### config.mk
export PLATFORM = sky130hd
export DESIGN_NAME = uart_sleep_ctrl
export DESIGN_NICKNAME = d
export VERILOG_FILES = /design/src/rtl/uart_sleep_pkg.sv /design/src/rtl/uart_sleep_dp.sv /design/src/rtl/uart_sleep_fsm.sv /design/src/rtl/uart_sleep_ctrl.sv
export SDC_FILE = /design/constraint.sdc
export NUM_CORES = 1
export LEC_CHECK = 0
export BUFFER_PORTS_ARGS = -buffer_cell sky130_fd_sc_hd__clkbuf_2
export CAP_MARGIN = 10
export CORE_ASPECT_RATIO = 0.75
export CORE_MARGIN = 8
export CORE_UTILIZATION = 30
export DETAILED_ROUTE_END_ITERATION = 7
export HOLD_SLACK_MARGIN = 0.02
export PLACE_DENSITY_LB_ADDON = 0.2
export SLEW_MARGIN = 20
export SYNTH_ARGS = -nofsm -noshare
export SYNTH_HDL_FRONTEND = slang
export SYNTH_SLANG_ARGS = --single-unit
export TNS_END_PERCENT = 100
### constraint.sdc
create_clock -name clk -period 2.51 [get_ports clk]
set_input_delay 0.251 -clock clk [delete_from_list [all_inputs] [get_ports clk]]
set_output_delay 0.251 -clock clk [all_outputs]
set_load 0.01 [all_outputs]
### src/rtl/uart_sleep_pkg.sv
package uart_sleep_pkg;
  typedef enum logic {SLP_AWAKE = 1'b0, SLP_ASLEEP = 1'b1} slp_state_t;

  // strobes from control to the pin-watch datapath
  typedef struct packed {
    logic captureRef;  // latch synchronized pin values (sleep entry)
    logic armed;       // report changes only while asleep
  } dp_strobe_t;
endpackage

### src/rtl/uart_sleep_dp.sv
module uart_sleep_dp
  import uart_sleep_pkg::*;
#(
  parameter int NUM_MODEM = 4
) (
  input  logic                 clk,
  input  logic                 rst_n,
  input  logic                 rxPin,
  input  logic [NUM_MODEM-1:0] modemIn,
  input  dp_strobe_t           strb,
  output logic                 pinChange
);
  localparam int PIN_W = NUM_MODEM + 1;

  logic [PIN_W-1:0] pinRaw, syncA, syncB, pinRef, diffVec;

  assign pinRaw = {modemIn, rxPin};

  always_ff @(posedge clk or negedge rst_n) begin
    if (!rst_n) begin
      syncA  <= '1;
      syncB  <= '1;
      pinRef <= '1;
    end else begin
      syncA <= pinRaw;
      syncB <= syncA;
      if (strb.captureRef) pinRef <= syncB;
    end
  end

  for (genvar i = 0; i < PIN_W; i++) begin : g_cmp
    assign diffVec[i] = strb.armed & (syncB[i] ^ pinRef[i]);
  end

  assign pinChange = |diffVec;

  // the reference tracks the pins seen at the capture edge
  p_ref_capture_r6: assert property (@(posedge clk) disable iff (!rst_n)
    $past(strb.captureRef) |-> (pinRef == $past(syncB)));
endmodule

### src/rtl/uart_sleep_fsm.sv
module uart_sleep_fsm
  import uart_sleep_pkg::*;
#(
  parameter int NUM_IRQ = 6,
  parameter int THR_BIT = 1
) (
  input  logic               clk,
  input  logic               rst_n,
  input  logic               enhEn,
  input  logic               sleepEn,
  input  logic               rxIdle,
  input  logic               txFifoEmpty,
  input  logic               txShiftEmpty,
  input  logic               rxFifoEmpty,
  input  logic [NUM_IRQ-1:0] irqPending,
  input  logic               txFifoWr,
  input  logic               divWrReq,
  input  logic               pinChange,
  output dp_strobe_t         strb,
  output logic               clkEn,
  output logic               asleep,
  output logic               divWrApply,
  output logic               divWrBlocked
);
  localparam logic [NUM_IRQ-1:0] THR_MASK = NUM_IRQ'(1) << THR_BIT;

  slp_state_t state;
  logic enBoth, idleOk, irqOk, enterOk, condQ, goSleep, wake;

  assign enBoth  = enhEn & sleepEn;
  assign idleOk  = rxIdle & txFifoEmpty & txShiftEmpty & rxFifoEmpty;
  assign irqOk   = ~|(irqPending & ~THR_MASK);
  assign enterOk = enBoth & idleOk & irqOk;
  assign goSleep = (state == SLP_AWAKE) & enterOk & condQ;
  assign wake    = (state == SLP_ASLEEP) & (pinChange | txFifoWr | ~enBoth);

  always_ff @(posedge clk or negedge rst_n) begin
    if (!rst_n) begin
      state <= SLP_AWAKE;
      condQ <= 1'b0;
    end else begin
      condQ <= (state == SLP_AWAKE) & ~goSleep & enterOk;
      if (goSleep)   state <= SLP_ASLEEP;
      else if (wake) state <= SLP_AWAKE;
    end
  end

  assign strb.captureRef = goSleep;
  assign strb.armed      = (state == SLP_ASLEEP);
  assign asleep          = (state == SLP_ASLEEP);
  assign clkEn           = (state == SLP_AWAKE);
  assign divWrApply      = divWrReq & (state == SLP_AWAKE);
  assign divWrBlocked    = divWrReq & (state == SLP_ASLEEP);

  p_enter_en_r1: assert property (@(posedge clk) disable iff (!rst_n)
    $rose(asleep) |-> $past(enhEn && sleepEn));
  p_enter_idle_r2: assert property (@(posedge clk) disable iff (!rst_n)
    $rose(asleep) |-> $past(rxIdle && txFifoEmpty && txShiftEmpty));
  p_enter_irq_r3: assert property (@(posedge clk) disable iff (!rst_n)
    $rose(asleep) |-> $past((irqPending & ~THR_MASK) == '0));
  p_enter_rxfifo_r4: assert property (@(posedge clk) disable iff (!rst_n)
    $rose(asleep) |-> $past(rxFifoEmpty));
  p_wake_txwr_r8: assert property (@(posedge clk) disable iff (!rst_n)
    (asleep && txFifoWr) |=> !asleep);
  p_wake_en_r9: assert property (@(posedge clk) disable iff (!rst_n)
    (asleep && !(enhEn && sleepEn)) |=> !asleep);
  p_no_quick_reentry_r11: assert property (@(posedge clk) disable iff (!rst_n)
    $fell(asleep) |=> !asleep);
endmodule

### src/rtl/uart_sleep_ctrl.sv
module uart_sleep_ctrl
  import uart_sleep_pkg::*;
#(
  parameter int NUM_IRQ   = 6,
  parameter int THR_BIT   = 1,
  parameter int NUM_MODEM = 4
) (
  input  logic                 clk,
  input  logic                 rst_n,
  input  logic                 enhEn,
  input  logic                 sleepEn,
  input  logic                 rxIdle,
  input  logic                 txFifoEmpty,
  input  logic                 txShiftEmpty,
  input  logic                 rxFifoEmpty,
  input  logic [NUM_IRQ-1:0]   irqPending,
  input  logic                 rxPin,
  input  logic [NUM_MODEM-1:0] modemIn,
  input  logic                 txFifoWr,
  input  logic                 divWrReq,
  output logic                 clkEn,
  output logic                 asleep,
  output logic                 divWrApply,
  output logic                 divWrBlocked
);
  dp_strobe_t strb;
  logic pinChange;

  uart_sleep_fsm #(.NUM_IRQ(NUM_IRQ), .THR_BIT(THR_BIT)) u_fsm (
    .clk(clk), .rst_n(rst_n), .enhEn(enhEn), .sleepEn(sleepEn),
    .rxIdle(rxIdle), .txFifoEmpty(txFifoEmpty), .txShiftEmpty(txShiftEmpty),
    .rxFifoEmpty(rxFifoEmpty), .irqPending(irqPending), .txFifoWr(txFifoWr),
    .divWrReq(divWrReq), .pinChange(pinChange), .strb(strb), .clkEn(clkEn),
    .asleep(asleep), .divWrApply(divWrApply), .divWrBlocked(divWrBlocked)
  );

  uart_sleep_dp #(.NUM_MODEM(NUM_MODEM)) u_dp (
    .clk(clk), .rst_n(rst_n), .rxPin(rxPin), .modemIn(modemIn),
    .strb(strb), .pinChange(pinChange)
  );

  // the core clock is gated exactly while asleep
  p_gate_r5: assert property (@(posedge clk) disable iff (!rst_n)
    asleep |-> !clkEn);
endmodule

==> metrics, run 1 <==
Post-Synthesis Net Count 64; cts bufs inserted 3; synthesized area 668 sq um; fin util 41.5%; grt ovf 0; WS Path Type register to register; H-tree depth 1; leading area contributor after synthesis dfstp_2; Period Utilization, post-route 54.5%; Max Clock Skew 0.00661 ns; synth warn 0; vias 424; Setup Buffers After CTS 0; pre-CTS WS 1.14 ns; clk sinks 17; drt drc 0; routability cong. 0.665; share of power burned in registers 63.7%; Clk network pwr share 29.4%; Die H 56.9 microns; diode count 0; Rows 14; Die Span X 70.5 microns; CTS tree built; Synth top area share 59.0%; slew margin rel. 74.5%; Comb pwr share 6.9%; all-layer global routing usage 5.67%; IO Port Bufs 23; initial drt markers 10; first-pass GRT wire length 1880 microns; Nets 93; Core Area 2050 sq um; antenna violations before repair 0; clock tree buffer depth 2; Worst Setup Start Kind register; hpwl dp 894 microns; length of the first detailed-routing pass in iterations 4; total wire length 1040 microns; NetSw 0.0915 mW; largest net degree at the start of global routing 18; Starting Density 32.6%; Worst Path Arrival 1.58 ns; wire per inst 11.0 microns; Clk Latency, worst-skew pair 0.28 ns; Worst EP required 2.72 ns; Cell Chain, Critical Path and4bb_2, nand4_2, mux2_2; critical path peak fanout 7; Hold Worst Slack 0.0498 ns; Synth area leaders dfstp_2 (59%), mux2_2 (8.4%), dfrtp_1 (7.5%); post-synthesis cell count 43; layout cells sized above 1 70.4%; post-route ant nets 0; vias in the first global route 459; P per Cell Area 541 nW/um^2; final setup fails 0; distinct cell type count after synthesis 18; clk slew on worst S/H paths 0.09 ns; final hold viol count 0; CP delay by family, top simple AND/OR/NAND/NOR gates; register area share after synthesis 66.5%; Finished Cell Area 850 sq um; P_int 0.368 mW; status completed; Pleak 0.376 nW; Fmax 731 MHz; syn_area_per_cell 15.5 sq um; Tot Pwr 0.459 mW; Cells after DPL 90; die area 4010 sq um; Final Non-Filler Cells 95; maximum VDD drop 0.401 mV; fin worst setup slack 1.14 ns; Buf+Inv Stages, Crit Path 0; flops & latches, synth 17; CP max stage delay 0.45 ns; Worst setup EP type register; Tightest Pin Transition 0.382 ns; Root Driver clkbuf_4; HP Class primary input to register; sw frac 19.9%; top-level I/O count 25; CP max stage cell dfrtp_1; max-slew violations 0; Synth-to-Final Area Change 27.2%; Filler cells 199; placed instance area 813 sq um; Sum Neg Setup Slack 0 ns; max-cap violations 0; unrepaired setup endpoints after global routing false; via/cell ratio 4.46; min Tclk post-route 1.37 ns; post-CTS resize count 0
-- layout make-up --
class                           instances  area, sq um  share of cell area (%)
Clock buffer                            4         26.3                    3.09
Multi-Input combinational cell         25          220                    25.9
Timing Repair Buffer                   24          125                    14.7
Sequential cell                        17          444                    52.3
Tap cell                               24         30.0                    3.53
Inverter                                1         3.75                   0.442
-- cells by family after synthesis --
| kind of cell | Yosys count | share of synthesized area, % |
|---|---|---|
| AOI/OAI and AO/OA | 1 | 0.937 |
| xor gates and xnor gates | 5 | 6.55 |
| buffers and inverters | 1 | 0.561 |
| DFF | 17 | 66.5 |
| muxes | 5 | 8.43 |
| and+or+nand+nor | 14 | 17.0 |
-- cell usage after synthesis, drive strengths merged --
| cell type | number |
|---|---|
| or4b | 1 |
| xnor2 | 4 |
| and2 | 1 |
| or4 | 2 |
| xor2 | 1 |
| nor4 | 1 |
| inv | 1 |
| dfstp | 15 |
| nand2 | 3 |
| mux2 | 5 |
| nor2b | 1 |
| and4bb | 1 |
| and4 | 1 |
| nand4 | 2 |
| nor2 | 1 |
| o22ai | 1 |
| dfrtp | 2 |
-- state kept, by name, summed over array words and instances, names as in the netlist --
name          cells
u_dp.syncB        5
u_fsm.asleep      1
u_fsm.condQ       1
u_dp.pinRef       5
u_dp.syncA        5
-- final timing paths --
kind                       slack [ns]                     start  cells past startpoint                    endpoint
max in group asynchronous        1.78                     rst_n                      2  u_dp.pinRef[2]$_DFFE_PN1P_
max                              1.14  u_fsm.asleep$_DFFE_PN0P_                      3  u_dp.pinRef[4]$_DFFE_PN1P_
max reg2reg                      1.14  u_fsm.asleep$_DFFE_PN0P_                      3  u_dp.pinRef[4]$_DFFE_PN1P_
min                              0.05                modemIn[1]                      1     u_dp.syncA[2]$_DFF_PN1_
min in group asynchronous        0.42                     rst_n                      2    u_fsm.asleep$_DFFE_PN0P_
min reg2reg                      0.35   u_dp.syncA[3]$_DFF_PN1_                      0     u_dp.syncB[3]$_DFF_PN1_
-- power groups by stage --
stage | clock, mW | combinational (mW) | sequential (mW)
floorplan | 0 | 0.00808 | 0.296
global placement | 0 | 0.0308 | 0.297
detailed placement | 0 | 0.0311 | 0.297
CTS | 0.142 | 0.0325 | 0.293
global route | 0.152 | 0.0365 | 0.294
finish | 0.135 | 0.0316 | 0.293
-- placed cells by master (no fill, tap or decap), drive strengths merged, types with 2 or more instances in the layout --
cell     n
clkbuf  27
dfrtp    2
dfstp   15
mux2     5
nand2    3
nand4    2
or4      2
xnor2    4
-- metal layers --
metal / share of wire [%] / global-route usage (%) / vias up
li1: - / - / 207
met5: 0 / 0 / -
met4: 0 / 0 / 0
met1: 45 / 6.31 / 198
met3: 11 / 4.04 / 0
met2: 44 / 9.15 / 19
-- what timing repair did --
| action | in CTS | in global routing |
|---|---|---|
| endpoints found under the hold margin | 2 | 0 |
| hold buffers | 1 | 0 |
| endpoints found under the setup margin | 0 | 0 |
No activity file was read; power rests on OpenSTA's default activity.
==> inputs of run 2 (changes only) <==
- clock period: 2.51 -> 1.2 ns (I/O delays scaled with it)
==> metrics, run 2 (synthesis gave the netlist of run 1 again) <==
GRT met3 Usage 4.21%; Filler cells 185; biggest regs u_dp.pinRef: 5 flops, u_dp.syncA: 5 flops, u_dp.syncB: 5 flops; vias in the first global route 507; Hold Crit Start txFifoWr; placed instance area 835 sq um; die area 4010 sq um; GR Util met1 5.97%; via/cell ratio 4.40; Tightest Pin Transition 0.389 ns; all-layer global routing usage 6.35%; R2R depth 3; WS Path Type register to register; CTS tree built; Die Span X 70.5 microns; layout cells sized above 1 68.8%; Fmax 794 MHz; Rows 14; status finished, violations left; most common library cell in the layout ignoring fill and taps clkbuf_2; hold path cells 3; area of the multi-input gates 233 sq um; failing checks negative setup slack; final hold viol count 0; Worst Setup Start Kind register; grt met2 use 11.1%; maximum VDD drop 0.781 mV; Starting Density 32.6%; Synth-to-Final Area Change 38.4%; Core Area 2050 sq um; post-route ant nets 0; Max Clock Skew 0.00441 ns; Tot Pwr 0.990 mW; first-pass GRT wire length 2130 microns; unrepaired setup endpoints after global routing true; clk slew on worst S/H paths 0.09 ns; Final Non-Filler Cells 101; antenna violations before repair 0; Setup Buffers After CTS 0; P per Cell Area 1070 nW/um^2; pre-CTS WS -0.0784 ns; Sum Neg Setup Slack -0.303 ns; critical path peak fanout 5; grt ovf 0; R2R Path End u_dp.pinRef[3]$_DFFE_PN1P_; Clk Latency, worst-skew pair 0.28 ns; most frequent cells in the layout clkbuf_2 (22), dfstp_2 (15), dlygate4sd3_1 (6), mux2_2 (5), xnor2_1 (4); wire per inst 11.1 microns; slew margin rel. 74.1%; Worst Path Arrival 1.48 ns; Cells after DPL 91; cts bufs inserted 3; storage element area 445 sq um; H-tree depth 1; final setup fails 6; top-level I/O count 25; Root Driver clkbuf_4; initial drt markers 8; Worst setup EP type register; clock tree buffer depth 2; Die H 56.9 microns; min Tclk post-route 1.26 ns; max-slew violations 0; Crit Reg-Reg Startpoint u_fsm.asleep$_DFFE_PN0P_; routability cong. 0.710; fin worst setup slack -0.0600 ns; max-cap violations 0; IO Port Bufs 23; drt drc 0; Finished Cell Area 925 sq um; vias 444; length of the first detailed-routing pass in iterations 3; gr busiest metal met2; hold path endpoint u_fsm.asleep$_DFFE_PN0P_; Worst EP required 1.42 ns; Period Utilization, post-route 105%; HP Class primary input to register; Pleak 0.405 nW; largest net degree at the start of global routing 18; diode count 0; flop-to-flop setup slack -0.06 ns; total wire length 1120 microns; Nets 99; clk sinks 17
[run 2: layout make-up]
type	instances	area share (%)
clock buffer	3	2.44
clock inverter	1	0.812
inverter	1	0.406
multi-input combinational	25	25.2
sequential	17	48.2
tap	24	3.25
timing repair buffer	30	19.8
[run 2: timing repair]
action                                 CTS  global route
gates resized for setup                  0             1
hold buffers                             6             0
setup endpoints to repair                8             8
pin swaps                                2             0
endpoints found under the hold margin    7             0
[run 2: through the flow]
stage	hold slack [ns]	util, %
3_5_place_dp	0.0595	40.7
3_3_place_gp	0.0605	40.7
4_1_cts	0.0947	45.1
5_1_grt	0.0919	45.1
6_report	0.102	45.1
2_1_floorplan	-0.176	-
[run 2: how the worst max path moves through the flow]
stage	start	end	cells past startpoint
final	u_fsm.asleep$_DFFE_PN0P_	u_dp.pinRef[3]$_DFFE_PN1P_	3
after global routing	u_fsm.asleep$_DFFE_PN0P_	u_dp.pinRef[2]$_DFFE_PN1P_	3
after CTS	u_fsm.asleep$_DFFE_PN0P_	u_dp.pinRef[2]$_DFFE_PN1P_	3
after detailed placement	u_fsm.asleep$_DFFE_PN0P_	u_dp.pinRef[2]$_DFFE_PN1P_	3
after global placement	u_fsm.asleep$_DFFE_PN0P_	u_dp.pinRef[2]$_DFFE_PN1P_	3
after floorplan	u_fsm.asleep$_DFFE_PN0P_	u_dp.pinRef[0]$_DFFE_PN1P_	3
[run 2: per-layer routing]
| layer | wire (microns) | share of wire [%] |
|---|---|---|
| met4 | 0 | 0 |
| met5 | 0 | 0 |
| met2 | 550 | 49 |
| met3 | 86 | 7.7 |
| met1 | 485 | 43 |
[run 2: worst max-delay path, cell delays in order (launching register included)]
cell and delay (ns):
dfrtp_2 0.44, and4bb_2 0.33, nand4_4 0.13, mux2_2 0.31
[run 2: where the power goes]
part	leakage, nW	switching, mW	internal (mW)
clock network	0.0139	0.171	0.126
registers	0.183	0.00746	0.604
logic	0.208	0.0340	0.0469
total	0.405	0.212	0.778
==> inputs of run 3 (changes only) <==
- CORE_ASPECT_RATIO: 0.75 -> default
- CORE_UTILIZATION: 30 -> 41
- PLACE_DENSITY: default -> 0.68
- PLACE_DENSITY_LB_ADDON: 0.2 -> default
- RECOVER_POWER: default -> 50
==> metrics, run 3 (synthesis gave the netlist of run 1 again) <==
status finished, violations left; failing checks negative setup slack; Filler cells 132; most frequent cells in the layout clkbuf_2 (21), dfstp_2 (15), dlygate4sd3_1 (6), mux2_2 (4), xnor2_1 (4); Die Span X 56.4 microns; vias 447; most common library cell in the layout ignoring fill and taps clkbuf_2; cts bufs inserted 3; Worst Path Arrival 1.48 ns; post-route ant nets 0; via/cell ratio 4.76; length of the first detailed-routing pass in iterations 2; Core Area 1520 sq um; Period Utilization, post-route 105%; slew margin rel. 74.3%; layout cells sized above 1 69.2%; die area 3180 sq um; max-slew violations 0; Clk Latency, worst-skew pair 0.28 ns; Synth-to-Final Area Change 38.0%; hpwl dp 869 microns; Crit Reg-Reg Startpoint u_fsm.asleep$_DFFE_PN0P_; flop-to-flop setup slack -0.06 ns; largest net degree at the start of global routing 18; min Tclk post-route 1.26 ns; Max Clock Skew 0.00261 ns; wire per inst 12.4 microns; top-level I/O count 25; R2R depth 3; CTS tree built; GRT met3 Usage 2.92%; total wire length 1170 microns; Hold Crit Start txFifoWr; area of the multi-input gates 236 sq um; first-pass GRT wire length 2040 microns; H-tree depth 1; hold path endpoint u_fsm.asleep$_DFFE_PN0P_; P per Cell Area 1070 nW/um^2; Worst Setup Start Kind register; Worst setup EP type register; grt met2 use 13.3%; Starting Density 43.8%; clk slew on worst S/H paths 0.09 ns; maximum VDD drop 0.753 mV; Die H 56.4 microns; clock tree buffer depth 2; drt drc 0; hold path cells 3; Rows 14; unrepaired setup endpoints after global routing true; antenna violations before repair 0; fin worst setup slack -0.0646 ns; vias in the first global route 502; WS Path Type register to register; GR Util met1 7.44%; diode count 0; initial drt markers 2; Tot Pwr 0.986 mW; all-layer global routing usage 7.86%; gr busiest metal met2; R2R Path End u_dp.pinRef[4]$_DFFE_PN1P_; Fmax 791 MHz; max-cap violations 0; Worst EP required 1.42 ns; biggest regs u_dp.pinRef: 5 flops, u_dp.syncA: 5 flops, u_dp.syncB: 5 flops; storage element area 445 sq um; Pleak 0.414 nW; grt ovf 0; critical path peak fanout 5; routability cong. 0.649; Nets 100; final hold viol count 0; HP Class primary input to register; clk sinks 17; IO Port Bufs 23; Root Driver clkbuf_4; Tightest Pin Transition 0.386 ns; final setup fails 7; Hold Worst Slack 0.101 ns
run 3: per-stage QoR:
| stage | setup WS (ns) | cells | instance area, sq um | setup TNS, ns | util, % |
|---|---|---|---|---|---|
| finish | -0.0646 | 94 | 922 | -0.286 | 60.5 |
| global route | -0.113 | 94 | 922 | -0.642 | 60.5 |
| CTS | -0.0946 | 94 | 922 | -0.475 | 60.5 |
| detailed placement | -0.0877 | 83 | 825 | -0.401 | 54.1 |
| global placement | -0.0848 | 83 | 825 | -0.416 | 54.1 |
| floorplan | -0.0526 | 43 | 682 | -0.263 | - |
run 3: timing repair:
item,CTS,global route
hold buffers,6,0
gates cloned,0,0
setup buffers,1,0
resized for setup,1,3
endpoints found under the hold margin,7,0
pin swaps,2,1
endpoints found under the setup margin,8,9
run 3: power by group:
group	switching, mW	leakage, nW	total [mW]	internal, mW
clock network	0.163	0.0150	0.293	0.129
registers	0.00757	0.183	0.612	0.604
logic	0.0340	0.216	0.0809	0.0470
total	0.205	0.414	0.986	0.781
run 3: cell type report:
| class | instances | share of cell area, % |
|---|---|---|
| inverter | 1 | 0.407 |
| multi-input combinational | 25 | 25.6 |
| clock buffer | 4 | 2.85 |
| timing repair buffer | 31 | 20.6 |
| tap | 16 | 2.17 |
| sequential | 17 | 48.3 |
run 3: layer usage:
layer | up-vias | part of all wire (%)
li1 | 221 | -
met1 | 203 | 41
met2 | 19 | 49
met3 | 4 | 8.2
met4 | 0 | 1.9
met5 | - | 0
run 3: worst max-delay path by stage:
stage	from	endpoint	slack, ns	cells after the start
final	u_fsm.asleep$_DFFE_PN0P_	u_dp.pinRef[4]$_DFFE_PN1P_	-0.06	3
after global placement	u_fsm.asleep$_DFFE_PN0P_	u_dp.pinRef[0]$_DFFE_PN1P_	-0.08	3
after CTS	u_fsm.asleep$_DFFE_PN0P_	u_dp.pinRef[4]$_DFFE_PN1P_	-0.09	3
after floorplan	u_fsm.asleep$_DFFE_PN0P_	u_dp.pinRef[0]$_DFFE_PN1P_	-0.05	3
after global routing	u_fsm.asleep$_DFFE_PN0P_	u_dp.pinRef[4]$_DFFE_PN1P_	-0.11	3
after detailed placement	u_fsm.asleep$_DFFE_PN0P_	u_dp.pinRef[4]$_DFFE_PN1P_	-0.09	3
run 3: worst max-delay path, stage by stage (launching register included):
cell and delay, ns:
dfrtp_2 0.43, and4bb_2 0.31, nand4_4 0.12, mux2_4 0.33
